## config.mk

```make
export PLATFORM = sky130hd
export DESIGN_NAME = jump_trace_store
export DESIGN_NICKNAME = d
export VERILOG_FILES = /design/src/rtl/jt_pkg.sv /design/src/rtl/jt_entry.sv /design/src/rtl/jt_alloc.sv /design/src/rtl/jt_match.sv /design/src/rtl/jump_trace_store.sv
export SDC_FILE = /design/constraint.sdc
export NUM_CORES = 1
export LEC_CHECK = 0
export BUFFER_PORTS_ARGS = -buffer_cell sky130_fd_sc_hd__buf_2
export CAP_MARGIN = 20
export CORE_UTILIZATION = 65
export DETAILED_ROUTE_END_ITERATION = 8
export PLACE_DENSITY = 0.85
export SYNTH_ARGS = -nofsm -noshare
export SYNTH_HDL_FRONTEND = slang
export SYNTH_SLANG_ARGS = --single-unit
```

## constraint.sdc

```tcl
create_clock -name clk -period 10.1 [get_ports clk]
set_input_delay 2.525 -clock clk [delete_from_list [all_inputs] [get_ports clk]]
set_output_delay 2.525 -clock clk [all_outputs]
set_load 0.02 [all_outputs]
```

## src/rtl/jt_pkg.sv

```systemverilog
package jt_pkg;
  localparam int JT_ENTRIES_DEF = 8;
  localparam int JT_ADDR_W_DEF  = 16;

  // Advance a round-robin index with wrap at n entries.
  function automatic int jt_ptr_next(input int cur, input int n);
    return (cur + 1 >= n) ? 0 : cur + 1;
  endfunction
endpackage

```

## src/rtl/jt_entry.sv

```systemverilog
module jt_entry #(
  parameter int ADDR_W = 16
) (
  input  logic              clk,
  input  logic              rst_n,
  input  logic              clear,
  input  logic              wr,
  input  logic              kill,
  input  logic [ADDR_W-1:0] key_in,
  input  logic [ADDR_W-1:0] tgt_in,
  output logic              used,
  output logic [ADDR_W-1:0] key,
  output logic [ADDR_W-1:0] tgt
);
  always_ff @(posedge clk or negedge rst_n) begin
    if (!rst_n) begin
      used <= 1'b0;
      key  <= '0;
      tgt  <= '0;
    end else if (clear) begin
      used <= 1'b0;
    end else if (wr) begin
      used <= 1'b1;
      key  <= key_in;
      tgt  <= tgt_in;
    end else if (kill) begin
      used <= 1'b0;
    end
  end
endmodule

```

## src/rtl/jt_alloc.sv

```systemverilog
module jt_alloc #(
  parameter int ENTRIES = 8,
  localparam int PW = $clog2(ENTRIES)
) (
  input  logic               clk,
  input  logic               rst_n,
  input  logic               clear,
  input  logic               adv,
  output logic [PW-1:0]      ptr,
  output logic [ENTRIES-1:0] sel
);
  import jt_pkg::*;

  always_ff @(posedge clk or negedge rst_n) begin
    if (!rst_n)      ptr <= '0;
    else if (clear)  ptr <= '0;
    else if (adv)    ptr <= PW'(jt_ptr_next(int'(ptr), ENTRIES));
  end

  for (genvar i = 0; i < ENTRIES; i++) begin : g_sel
    assign sel[i] = (ptr == PW'(i));
  end
endmodule

```

## src/rtl/jt_match.sv

```systemverilog
module jt_match #(
  parameter int ENTRIES = 8,
  parameter int ADDR_W  = 16
) (
  input  logic [ADDR_W-1:0]              addr,
  input  logic [ENTRIES-1:0]             used,
  input  logic [ENTRIES-1:0][ADDR_W-1:0] keys,
  input  logic [ENTRIES-1:0][ADDR_W-1:0] tgts,
  output logic [ENTRIES-1:0]             match,
  output logic                           hit,
  output logic [ADDR_W-1:0]              target
);
  for (genvar i = 0; i < ENTRIES; i++) begin : g_cmp
    assign match[i] = used[i] && (keys[i] == addr);
  end

  assign hit = |match;

  // Keys are kept unique, so an OR of the masked targets acts as a mux.
  always_comb begin
    target = '0;
    for (int i = 0; i < ENTRIES; i++) begin
      target = target | (tgts[i] & {ADDR_W{match[i]}});
    end
  end
endmodule

```

## src/rtl/jump_trace_store.sv

```systemverilog
module jump_trace_store #(
  parameter int ENTRIES = jt_pkg::JT_ENTRIES_DEF,
  parameter int ADDR_W  = jt_pkg::JT_ADDR_W_DEF
) (
  input  logic              clk,
  input  logic              rst_n,
  input  logic              clear_i,
  input  logic [ADDR_W-1:0] lk_addr_i,
  output logic              lk_hit_o,
  output logic [ADDR_W-1:0] lk_target_o,
  input  logic              upd_valid_i,
  input  logic              upd_taken_i,
  input  logic              upd_predicted_i,
  input  logic              upd_literal_i,
  input  logic [ADDR_W-1:0] upd_next_addr_i,
  input  logic [ADDR_W-1:0] upd_target_addr_i
);
  localparam int PW = $clog2(ENTRIES);

  // Key of a transfer: the parcel just before the fall-through address.
  function automatic logic [ADDR_W-1:0] from_key(input logic [ADDR_W-1:0] next_addr);
    return next_addr - ADDR_W'(1);
  endfunction

  logic [ENTRIES-1:0]             valid_vec;
  logic [ENTRIES-1:0][ADDR_W-1:0] key_arr;
  logic [ENTRIES-1:0][ADDR_W-1:0] tgt_arr;
  logic [ENTRIES-1:0]             match_vec;
  logic [ENTRIES-1:0]             sel_vec;
  logic [ENTRIES-1:0]             dup_vec;
  logic [PW-1:0]                  wr_ptr;
  logic                           wr_en;
  logic [ADDR_W-1:0]              wr_key;

  assign wr_en  = upd_valid_i && upd_taken_i && !upd_predicted_i
                  && upd_literal_i && !clear_i;
  assign wr_key = from_key(upd_next_addr_i);

  jt_alloc #(.ENTRIES(ENTRIES)) u_alloc (
    .clk   (clk),
    .rst_n (rst_n),
    .clear (clear_i),
    .adv   (wr_en),
    .ptr   (wr_ptr),
    .sel   (sel_vec)
  );

  for (genvar i = 0; i < ENTRIES; i++) begin : g_ent
    assign dup_vec[i] = valid_vec[i] && (key_arr[i] == wr_key) && !sel_vec[i];

    jt_entry #(.ADDR_W(ADDR_W)) u_ent (
      .clk    (clk),
      .rst_n  (rst_n),
      .clear  (clear_i),
      .wr     (wr_en && sel_vec[i]),
      .kill   (wr_en && dup_vec[i]),
      .key_in (wr_key),
      .tgt_in (upd_target_addr_i),
      .used   (valid_vec[i]),
      .key    (key_arr[i]),
      .tgt    (tgt_arr[i])
    );
  end

  jt_match #(.ENTRIES(ENTRIES), .ADDR_W(ADDR_W)) u_match (
    .addr   (lk_addr_i),
    .used   (valid_vec),
    .keys   (key_arr),
    .tgts   (tgt_arr),
    .match  (match_vec),
    .hit    (lk_hit_o),
    .target (lk_target_o)
  );
endmodule

```

After elaboration in Yosys (flattened, before gate mapping) --
Index checks and enable logic that the tools add are counted. W data, S select, Z words.
Word-level totals: register bits 267, bits in latches 0, memory bits (writable) 0, bits in read-only memories 0, bits of input ports 55, word-level logic and storage cells 167, memories kept 0
Cells by class: $add $sub $neg 2, multiply operators 0, div/mod/pow operators 0, $lt $le $gt $ge 1, equality and inequality tests 23, shift-type cells 0, muxes and demuxes 27, bitwise operators 16, reductions and logical operators 73
Operators with widths (count):
- $eq A16 B16 Y1 | 16
- $and A16 B16 Y16 | 8
- $or A16 B16 Y16 | 7
- $logic_and A1 B1 Y1 | 44
- $mux W1 | 24
- $reduce_bool A3 Y1 | 8
- $reduce_and A2 Y1 | 8
- $sub A16 B1 Y16 const B | 1
- $eq A3 B3 Y1 const B | 4
- $logic_not A1 Y1 | 10
- $mux W3 | 3
- $reduce_or A8 Y1 | 1
- $eq A3 B2 Y1 const B | 2
- $add A3 B1 Y4 const B | 1
- $ge A4 B4 Y1 const B | 1
- $eq A3 B1 Y1 const B | 1
- $logic_not A3 Y1 | 1
- $reduce_bool A2 Y1 | 1
- $not A1 Y1 | 1

Logic depth before layout (Yosys ltp) --
Gate-level depths: netlist of the first run.
word-level depth 10, gate-level depth with buffers 12, mapped depth without buffers 8

Modules after synthesis --
Synthesis of the first run repeated with hierarchy kept, for this count alone.
Second synthesis, totals: cell total of the unflattened synthesis 1450, area, all modules 17689.5 sq um
By module, submodules not included:
- jt_entry | instances 8, cells each 73, area an instance 1398.8 sq um
- jump_trace_store | instances 1, cells each 443, area an instance 3510.9 sq um
- jt_match | instances 1, cells each 398, area an instance 2731.4 sq um
- jt_alloc | instances 1, cells each 25, area an instance 256.5 sq um

Worst setup path before layout of the first run --
Ideal clock, no wire load.
path type in2out, start input port lk_addr_i[0], end output port lk_target_o[1], arrival time 4.545 ns, setup slack 3.030 ns, stages 8, path buffers 2, cells stage by stage clkbuf_1 xnor2_1 nand4_1 nor4_1 and2_1 clkbuf_1 a22oi_1 nand3b_1
Between the ends: word-level cells in the longest chain between the ends 10, elaborated cells on any way between the ends 31
Ends and longest elaborated chain:
- start, declared | RTL line jump_trace_store.sv:8 | input logic [ADDR_W-1:0] lk_addr_i,
- $eq A16 B16 Y1 | RTL line jt_match.sv:14 | assign match[i] = used[i] && (keys[i] == addr);
- $logic_and A1 B1 Y1 | RTL line jt_match.sv:14
- $and A16 B16 Y16 | RTL line jt_match.sv:23 | target = target | (tgts[i] & {ADDR_W{match[i]}});
- $or A16 B16 Y16 (6 in series) | RTL line jt_match.sv:23
- $or A16 B16 Y16 * | RTL line jt_match.sv:23
- end, declared | RTL line jump_trace_store.sv:10 | output logic [ADDR_W-1:0] lk_target_o,
Mark *: on every way between the ends. The rest lies on a longest branch, timed or not.

Final worst setup path of the first run --
start input port lk_addr_i[6], end output port lk_target_o[10]
Same word-level chain as after synthesis.

==> run_results.csv, run 1 <==
group,metric,value,unit
cts,htree_levels,1,
global_route,grt_first_pass_wirelength,82.08,mm
timing,finalSetupViolCount,0,
cts,clkTransAtPathRegs,60,ps
routing,drt_wl_total,54.26,mm
critical_path,worstPathCellList,"buf_2 > xnor2_1 > nand4_1 > nor4_1 > and3_1 > a22oi_1 > nand3_1 > buf_2",
routing,vias,13760,
cts,postCtsSetupRepairBufs,0,
global_route,grt_pass1_vias,13120,
timing,fmax,0.1346,GHz
floorplan,coreArea,0.02292,mm²
critical_path,crit_start,"lk_addr_i[6]",
synthesis,synth-seq-area-share,43.53,%
cells_and_area,drive_above_1_share,9.938,%
timing,period_needed,7428,ps
synthesis,avgSynthCellArea,8.756,µm²
critical_path,r2r_setup_slack,7220,ps
floorplan,die_area,0.02423,mm²
place,numPortBuffers,71,
timing,fin_setup_tns,0,ps
cts,cts_made_buffers,29,
synthesis,synth_cells,1753,
worst_hold_path,hold_path_class,"flop to flop",
synthesis,yosys.area.top_type,"dfrtp_1",
timing,hold_viol,0,
pwr,peakVddDrop,187.6,µV
synthesis,synth_area,0.01535,mm²
pwr,total_power,2.560,mW
synthesis,yosysMostFrequentCell,"nand2_1",
critical_path,endpoint_kind,"output pin",
run,maxCapViolCount,0,
cts,holdBufCountCts,0,
synthesis,synth_top_area_share,43.53,%
critical_path,path_depth,8,
routing,drc,0,
synthesis,synth_xor_area_share,17.19,%
timing,rsz0062_at_grt,"false",
place,dpl.hpwl,37.86,mm
global_route,antenna_found_initial,2,
critical_path,cpMostUsedCell,"buf_2",
synthesis,synthMuxAreaShare,0.2690,%
synthesis,yosys.area_share.simple,22.75,%
timing,post-route-period-util,73.55,%
cells_and_area,area_growth,9.358,%
critical_path,start_kind,"input pin",
timing,slew_headroom,22.20,%
floorplan,ios,72,
pwr,power_density,152.5,mW/mm²
synthesis,synthDistinctLibCells,65,
critical_path,crit_path_top_delay_cell,"and3_1",
critical_path,critPathBufInv,2,
cts,cts_tree,"done",
cts,cts.sinks,267,
routing,firstDrtPassIters,7,
synthesis,synth-seq-cells,267,
global_route,overflow,0,
floorplan,initial_utilization,66.98,%
pwr,p_leak,7.661,nW
timing,finClkSkew,25.82,ps
timing,worstMarginPinSlew,1159,ps
routing,vias_per_cell,6.629,
place,place.gp.congestion,1.086,
synthesis,async_flop_share,100.0,%
critical_path,critPathKind,"input pin to output pin",
cts,clkLatencyLatePin,570,ps
cts,clock-root-buffer,"clkbuf_16",
routing,drt-initial-drc-count,2471,
floorplan,fp.dieH,155.7,µm
synthesis,synth_fp_nets,1815,
synthesis,yosys_warnings,0,
global_route,grt_max_degree,176,
critical_path,cp-endpoint,"lk_target_o[10]",
critical_path,critical-path-top-delay-family,"simple AND/OR/NAND/NOR gates",
timing,slew_viol_final,0,
synthesis,synthTopCellsByCount,"nand2_1 (439), dfrtp_1 (267), xnor2_1 (212), clkbuf_1 (106), nor2_1 (104)",
floorplan,row_count,55,
cts,cts_resized,0,
synthesis,synth.area.top_cells,"dfrtp_1 (44%), xnor2_1 (12%), nand2_1 (11%)",
floorplan,dieWidth,155.7,µm
routing,ant_nets,0,
critical_path,slowest_delay,780,ps
synthesis,synthAdderAreaFrac,0.5706,%
global_route,gr-usage-all-layers,46.49,%
run_status,outcome,"completed",
synthesis,synthFlopType,"dfrtp_1",
synthesis,synth_edf_count,0,
synthesis,synth_top_family_by_area,"simple AND/OR/NAND/NOR gates",
critical_path,worstRegToRegCells,8,
synthesis,synth_compound_area_share,11.00,%
critical_path,rr_startpoint,"u_alloc.ptr[0]",
critical_path,crit_path_max_fanout,15,
cells_and_area,fin_nets,1801,
critical_path,worstPathRequired,7580,ps
routing,wl_per_cell,26.15,µm
critical_path,cp.arrival,4900,ps
cts,clock_path_buffers,3,
critical_path,r2r_end,"g_ent[6].u_ent.used",
[sequential cells by signal, summed over array words and instances, names as in the netlist]
register,count
g_ent.u_ent.key,128
g_ent.u_ent.tgt,128
g_ent.u_ent.used,8
u_alloc.ptr,3
[through the flow]
stage          hold slack (ps)  worst slack [ps]  cells  cell area (µm²)  util (%)
2_1_floorplan            434.5              3030   1753            15350         -
3_3_place_gp             446.2              2692   2016            15710     68.54
3_5_place_dp             454.4              2670   2017            15710     68.57
4_1_cts                  468.7              2669   2070            16700     72.89
5_1_grt                  491.2              2526   2074            16780     73.24
6_report                 468.4              2672   2075            16780     73.25
[report_power, final]
part | switching (mW) | total, mW | leakage, nW | internal [mW]
Clock | 0.462 | 1.10 | 0.476 | 0.642
Sequential | 0.0658 | 1.17 | 3.63 | 1.11
Combinational | 0.170 | 0.282 | 3.56 | 0.112
Total | 0.698 | 2.56 | 7.66 | 1.86
[tightest hold or removal path, delay by kind of cell (launching register included)]
kind | cells | cell delay, ps
DFF | 1 | 340
and+or+nand+nor | 2 | 100
[routing by layer]
metal / vias up / global-route usage (%) / wire length [µm]
met1: 6672 / 65.69 / 20860
met4: 0 / 14.29 / 1904
li1: 5859 / - / -
met5: - / 0 / 0
met3: 146 / 18.17 / 8805
met2: 1078 / 65.88 / 22690
[worst min-delay path by stage]
stage	slack [ps]	cells after the start	startpoint	end
3_5_place_dp	450	2	g_ent[4].u_ent.tgt[2]	g_ent[4].u_ent.tgt[2]
2_1_floorplan	430	2	g_ent[1].u_ent.tgt[10]	g_ent[1].u_ent.tgt[10]
3_3_place_gp	450	2	g_ent[1].u_ent.tgt[6]	g_ent[1].u_ent.tgt[6]
6_report	470	2	g_ent[0].u_ent.tgt[2]	g_ent[0].u_ent.tgt[2]
5_1_grt	490	2	g_ent[0].u_ent.tgt[6]	g_ent[0].u_ent.tgt[6]
4_1_cts	470	2	g_ent[2].u_ent.tgt[11]	g_ent[2].u_ent.tgt[11]
[final cells by class]
class	instances	area (µm²)
Timing Repair Buffer	97	621.8
Clock inverter	17	187.7
Fill cell	1669	6131
Multi-Input combinational cell	1320	8008
Clock buffer	36	802.0
Sequential cell	267	6681
Inverter	24	90.09
Tap cell	313	391.6
Antenna cell	1	2.502
[cells in the final DEF, fill, tap and decap left out, drive strengths merged, types with 3 or more instances in the layout]
master and count:
nand3 73, clkbuf 36, and4 4, and2 15, a211oi 4, or3 4
xnor2 213, a22oi 35, xnor3 20, nand4 37, nor3 15, xor2 36
o21ai 70, a2111oi 9, and3 24, o31ai 3, mux2i 3, o2111a 8
dfrtp 267, buf 97, or4 8, nor4 29, inv 27, clkinvlp 5
a31oi 8, a21oi 103, ha 7, o211ai 5, bufinv 3, o2111ai 6
clkinv 6, nand2 439, nor2 105, nand3b 6
[logic make-up after synthesis]
kind of cell | count (synthesis)
AOI/OAI and AO/OA | 272
xor gates and xnor gates | 269
adders and majority gates | 7
buffers and inverters | 166
DFF | 267
muxes | 4
and+or+nand+nor | 768
Note: power is estimated with default switching activity, not from simulation.
==> run 2, diff against run 1 <==
--- a/config.mk
+++ b/config.mk
@@ -7,9 +7,9 @@
 export LEC_CHECK = 0
 export BUFFER_PORTS_ARGS = -buffer_cell sky130_fd_sc_hd__buf_2
 export CAP_MARGIN = 20
-export CORE_UTILIZATION = 65
+export CORE_UTILIZATION = 62
 export DETAILED_ROUTE_END_ITERATION = 8
-export PLACE_DENSITY = 0.85
+export PLACE_DENSITY = 0.81
 export SYNTH_ARGS = -nofsm -noshare
 export SYNTH_HDL_FRONTEND = slang
 export SYNTH_SLANG_ARGS = --single-unit
==> constraint.sdc (replaced) <==
create_clock -name clk -period 7.4 [get_ports clk]
set_input_delay 1.85 -clock clk [delete_from_list [all_inputs] [get_ports clk]]
set_output_delay 1.85 -clock clk [all_outputs]
set_load 0.02 [all_outputs]
==> run 2 against run 1 <==
Net effect:
- sequential share of layout area decreased by 0.22 points
- largest power group unchanged
- count of clock-buffer cells in the layout increased by 2
- critical path depth is the same
- final cell count rose by 0.82%
- worst setup slack worse by 1700 ps
- critical endpoint is now lk_target_o[1]
- final area up 0.57%
- register-to-register slack worse by 3000 ps
- utilization is 3.8 points lower
- critical path type unchanged
- via count decreased by 1.9%
- combinational power is 41% higher
==> run_results.csv, run 2 (same netlist as run 1, synthesis figures left out) <==
group,metric,value,unit
cts,clkTransAtPathRegs,60,ps
pwr,power_density,212.3,mW/mm²
timing,slew_viol_final,0,
cts,postCtsSetupRepairBufs,0,
timing,fin_setup_tns,0,ps
cells_and_area,biggestRegsByFlops,"g_ent.u_ent.key: 128 flops, g_ent.u_ent.tgt: 128 flops, g_ent.u_ent.used: 8 flops",
run,maxCapViolCount,0,
pwr,p_leak,7.735,nW
critical_path,critical-path-top-delay-family,"simple AND/OR/NAND/NOR gates",
routing,vias_per_cell,6.447,
cts,cts_made_buffers,29,
routing,drt_wl_total,54.31,mm
place,numPortBuffers,71,
critical_path,cpMostUsedCell,"buf_2",
cts,htree_levels,1,
cells_and_area,nFillCells,1877,
cells_and_area,utilization,69.41,%
timing,post-route-period-util,87.14,%
cts,cts_resized,0,
timing,slew_headroom,20.38,%
floorplan,dieWidth,159.3,µm
critical_path,start_kind,"input pin",
global_route,grt_pass1_vias,12970,
cts,cts.sinks,267,
floorplan,initial_utilization,63.11,%
critical_path,worstPathRequired,5550,ps
global_route,antenna_found_initial,1,
critical_path,crit_path_max_fanout,15,
cells_and_area,mostFrequentLayoutCells,"nand2_1 (439), dfrtp_1 (267), xnor2_1 (212)",
timing,finClkSkew,12.80,ps
timing,fmax,0.1551,GHz
cts,holdBufCountCts,0,
global_route,globalRoute.busiestLayer,"met1",
timing,rsz0062_at_grt,"false",
routing,drt-initial-drc-count,1942,
timing,period_needed,6448,ps
cts,clock_path_buffers,3,
floorplan,fp.dieH,159.3,µm
critical_path,crit_path_top_delay_cell,"and3_1",
cells_and_area,area_growth,9.978,%
cells_and_area,final_cells,2092,
routing,firstDrtPassIters,6,
timing,worstMarginPinSlew,1191,ps
cts,clock-root-buffer,"clkbuf_16",
timing,finalSetupViolCount,0,
critical_path,critPathKind,"input pin to output pin",
cells_and_area,fin_nets,1807,
critical_path,r2r_setup_slack,4190,ps
place,place.gp.congestion,1.033,
floorplan,ios,72,
global_route,grt.met1_usage,64.06,%
pwr,peakVddDrop,241.6,µV
global_route,grt_max_degree,144,
routing,vias,13490,
global_route,gr-usage-all-layers,43.34,%
global_route,gr-usage-met3,11.85,%
run_status,outcome,"completed",
critical_path,cp.arrival,4600,ps
routing,drc,0,
cells_and_area,drive_above_1_share,10.24,%
global_route,grt_first_pass_wirelength,81.69,mm
place,dpl.hpwl,38.15,mm
critical_path,endpoint_kind,"output pin",
critical_path,slowest_delay,900,ps
cts,cts_tree,"done",
critical_path,critPathBufInv,2,
routing,ant_nets,0,
cells_and_area,final_common_cell,"nand2_1",
worst_hold_path,hold_path_class,"flop to flop",
critical_path,worstPathCellList,"buf_2 > xnor2_1 > nand4_1 > nor4_1 > and3_1 > a22oi_1 > nand3b_1 > buf_2",
routing,wl_per_cell,25.96,µm
cts,clkLatencyLatePin,560,ps
global_route,use_met2,61.84,%
global_route,overflow,0,
timing,hold_viol,0,
floorplan,row_count,57,
place,dpl.cell_count,2035,
floorplan,coreArea,0.02432,mm²
floorplan,die_area,0.02539,mm²
run 2: cell types whose count changed in the layout (fill, tap and decap cells not counted), sizes merged:
| cell | before | now |
|---|---|---|
| clkbuf | 36 | 38 |
| buf | 97 | 103 |
| bufinv | 3 | 5 |
| clkinv | 6 | 8 |
| clkinvlp | 5 | 0 |
| inv | 27 | 26 |
run 2: metrics by stage:
stage	hold WS [ps]	power (mW)	worst slack (ps)	area, µm²
after CTS	468.8	3.567	1046	16830
after global routing	487.6	3.662	949.6	16880
after global placement	445.8	1.997	1275	15760
final	466.9	3.583	951.5	16880
after floorplan	434.5	1.841	1680	15350
after detailed placement	453.6	2.003	1163	15780
run 2: worst reg2reg max path: cells and delay by family (launching register included):
kind,cells,cell delay [ps]
compound gates,4,1650
buf+inv,1,110
simple gates,1,610
fa+ha+maj,1,320
flops,1,420
run 2: path summary, 6_finish.rpt:
path	depth (start not counted)	start	endpoint
max in group asynchronous	2	rst_n	g_ent[4].u_ent.key[2]
worst max-delay path	8	lk_addr_i[2]	lk_target_o[1]
worst max register to register	7	u_alloc.ptr[0]	g_ent[6].u_ent.used
min in group asynchronous	1	rst_n	g_ent[5].u_ent.tgt[4]
worst min-delay path	2	g_ent[0].u_ent.tgt[10]	g_ent[0].u_ent.tgt[10]
worst min register to register	2	g_ent[0].u_ent.tgt[10]	g_ent[0].u_ent.tgt[10]
run 2: area by class of cell:
cell class / count / area (µm²) / area share, %
diodes: 1 / 2.502 / 0.01482
clock buffers: 38 / 839.6 / 4.974
clock inverters: 15 / 211.5 / 1.253
inverters: 24 / 90.09 / 0.5337
multi-input cells: 1320 / 8006 / 47.43
flip-flops and latches: 267 / 6681 / 39.58
well taps: 324 / 405.4 / 2.402
repair buffers: 103 / 643.1 / 3.810
run 2: routing by layer:
metal / wire, µm / share of wire (%)
met2: 22830 / 42
met4: 1903 / 3.5
met3: 7415 / 14
met5: 0 / 0
met1: 22160 / 41
run 2: report_power, final:
group          internal (mW)  leakage, nW  total, mW  switching, mW
Clock                  0.970        0.527       1.59          0.618
Combinational          0.155         3.58      0.397          0.243
Sequential              1.51         3.63       1.60         0.0842
Total                   2.64         7.73       3.58          0.945
==> run 3, diff against run 2 <==
--- a/config.mk
+++ b/config.mk
@@ -5,11 +5,12 @@
 export SDC_FILE = /design/constraint.sdc
 export NUM_CORES = 1
 export LEC_CHECK = 0
-export BUFFER_PORTS_ARGS = -buffer_cell sky130_fd_sc_hd__buf_2
 export CAP_MARGIN = 20
-export CORE_UTILIZATION = 62
+export CORE_UTILIZATION = 45
+export CTS_CLUSTER_SIZE = 20
 export DETAILED_ROUTE_END_ITERATION = 8
-export PLACE_DENSITY = 0.81
+export DONT_BUFFER_PORTS = 1
+export PLACE_DENSITY = 0.61
 export SYNTH_ARGS = -nofsm -noshare
 export SYNTH_HDL_FRONTEND = slang
 export SYNTH_SLANG_ARGS = --single-unit
==> run 3 against run 2 <==
Net effect:
- worst hold slack lost 0.97 ps
- worst setup slack improved by 610 ps
- largest power group unchanged
- register-to-register slack worse by 20 ps
- non-clock buffer count down 76
- die area grew 37%
- total power shrank 4.0%
- count of clock-buffer cells in the layout is 4 higher
- global-route usage decreased by 11 points
- combinational power shrank 23%
==> run_results.csv, run 3 (same netlist as run 1, synthesis figures left out) <==
group,metric,value,unit
global_route,antenna_found_initial,4,
timing,fin_setup_tns,0,ps
global_route,grt_first_pass_wirelength,83.26,mm
pwr,pwr-share-seq,46.1,%
floorplan,ios,72,
pwr,peakVddDrop,212.5,µV
timing,setup_ws,1558,ps
floorplan,row_count,67,
critical_path,worstPathRequired,5550,ps
cts,holdBufCountCts,0,
routing,drt-initial-drc-count,1697,
critical_path,start_kind,"input pin",
routing,drc,0,
routing,vias,12760,
cts,clkLatencyLatePin,560,ps
cells_and_area,mostFrequentLayoutCells,"nand2_1 (439), dfrtp_1 (267), xnor2_1 (210)",
routing,drt_wl_total,56.51,mm
cts,htree_levels,1,
routing,wl_per_cell,26.43,µm
place,numPortBuffers,0,
critical_path,critPathKind,"input pin to output pin",
timing,rsz0062_at_grt,"false",
cts,clkTransAtPathRegs,60,ps
pwr,p_leak,7.354,nW
cts,cts_made_buffers,29,
timing,slew_viol_final,0,
floorplan,fp.dieH,186.7,µm
global_route,grt_max_degree,268,
routing,vias_per_cell,5.968,
cts,cts.sinks,267,
timing,post-route-period-util,78.95,%
timing,hold_viol,0,
cts,cts_resized,0,
global_route,grt_pass1_vias,11940,
run_status,outcome,"completed",
timing,slew_headroom,26.85,%
timing,worstMarginPinSlew,1097,ps
cts,clock-root-buffer,"clkbuf_16",
timing,whs,465.9,ps
cells_and_area,final_common_cell,"nand2_1",
timing,finClkSkew,14.89,ps
place,dpl.hpwl,39.58,mm
critical_path,crit_path_max_fanout,15,
pwr,switchingPower,0.8492,mW
cells_and_area,fin_nets,1731,
timing,fmax,0.1712,GHz
cells_and_area,area_growth,7.972,%
pwr,power_density,207.6,mW/mm²
cts,postCtsSetupRepairBufs,0,
timing,finalSetupViolCount,0,
floorplan,coreArea,0.03353,mm²
cells_and_area,biggestRegsByFlops,"g_ent.u_ent.key: 128 flops, g_ent.u_ent.tgt: 128 flops, g_ent.u_ent.used: 8 flops",
floorplan,dieWidth,186.7,µm
global_route,overflow,0,
worst_hold_path,hold_path_class,"flop to flop",
place,post-place-ws,1572,ps
run,maxCapViolCount,0,
pwr,internal_power,2.591,mW
cells_and_area,drive_above_1_share,5.980,%
global_route,gr-usage-all-layers,32.39,%
place,dpl.cell_count,2085,
critical_path,cp.arrival,3990,ps
pwr,p_comb_share,8.9,%
cts,cts_tree,"done",
place,place.gp.congestion,1.036,
floorplan,die_area,0.03485,mm²
routing,ant_nets,0,
cells_and_area,final_cells,2138,
routing,firstDrtPassIters,6,
critical_path,endpoint_kind,"output pin",
cts,clock_path_buffers,3,
floorplan,initial_utilization,45.77,%
timing,period_needed,5842,ps
pwr,p_sw_share,24.68,%
pwr,pwr-share-clk,45.1,%
## run 3: changes by cell type in the layout (fill, tap and decap cells not counted), sizes merged
cell      before  now
buf          103   27
clkinv         8    2
clkbuf        38   42
clkinvlp       0    3
inv           26   24
bufinv         5    4
## run 3: critical path: stages
cell and delay [ps]:
xnor2_1 210, nand4_1 110, nor4_1 500, and3_1 830
a22oi_1 150, nand3b_1 310
## run 3: final timing paths
| check | startpoint | endpoint | slack (ps) | cells past startpoint |
|---|---|---|---|---|
| setup / recovery | lk_addr_i[6] | lk_target_o[1] | 1560 | 6 |
| hold / removal | g_ent[0].u_ent.tgt[8] | g_ent[0].u_ent.tgt[8] | 470 | 2 |
| setup reg to reg | u_alloc.ptr[0] | g_ent[6].u_ent.used | 4170 | 7 |
| hold reg to reg | g_ent[0].u_ent.tgt[8] | g_ent[0].u_ent.tgt[8] | 470 | 2 |
| max in group asynchronous | rst_n | g_ent[3].u_ent.key[9] | 5850 | 0 |
| min in group asynchronous | rst_n | g_ent[0].u_ent.tgt[0] | 990 | 0 |
## run 3: metrics by stage
| step | util [%] | power (mW) | instance area (µm²) |
|---|---|---|---|
| floorplan | - | 1.841 | 15350 |
| global placement | 46.35 | 1.903 | 15540 |
| detailed placement | 46.35 | 1.907 | 15540 |
| CTS | 49.35 | 3.451 | 16550 |
| global route | 49.41 | 3.538 | 16570 |
| finish | 49.42 | 3.441 | 16570 |
## run 3: power by group through the flow
stage / clock [mW] / sequential [mW] / combinational, mW
after floorplan: 0 / 1.58 / 0.262
after global placement: 0 / 1.61 / 0.296
after detailed placement: 0 / 1.61 / 0.299
after CTS: 1.57 / 1.58 / 0.300
after global routing: 1.62 / 1.59 / 0.327
final: 1.55 / 1.59 / 0.305
## run 3: area by class of cell
| class | count | area [µm²] |
|---|---|---|
| Timing Repair Buffer | 27 | 215.2 |
| Fill cell | 3234 | 16960 |
| Tap cell | 448 | 560.5 |
| Inverter | 24 | 90.09 |
| Antenna cell | 1 | 2.502 |
| Clock inverter | 9 | 152.6 |
| Sequential cell | 267 | 6681 |
| Clock buffer | 42 | 854.6 |
| Multi-Input combinational cell | 1320 | 8015 |
## run 3: metal layers
| layer | GRT usage, % | routed length, µm |
|---|---|---|
| met5 | 0 | 13 |
| met4 | 8.953 | 1610 |
| met3 | 7.090 | 5647 |
| met2 | 46.51 | 24090 |
| met1 | 48.85 | 25160 |
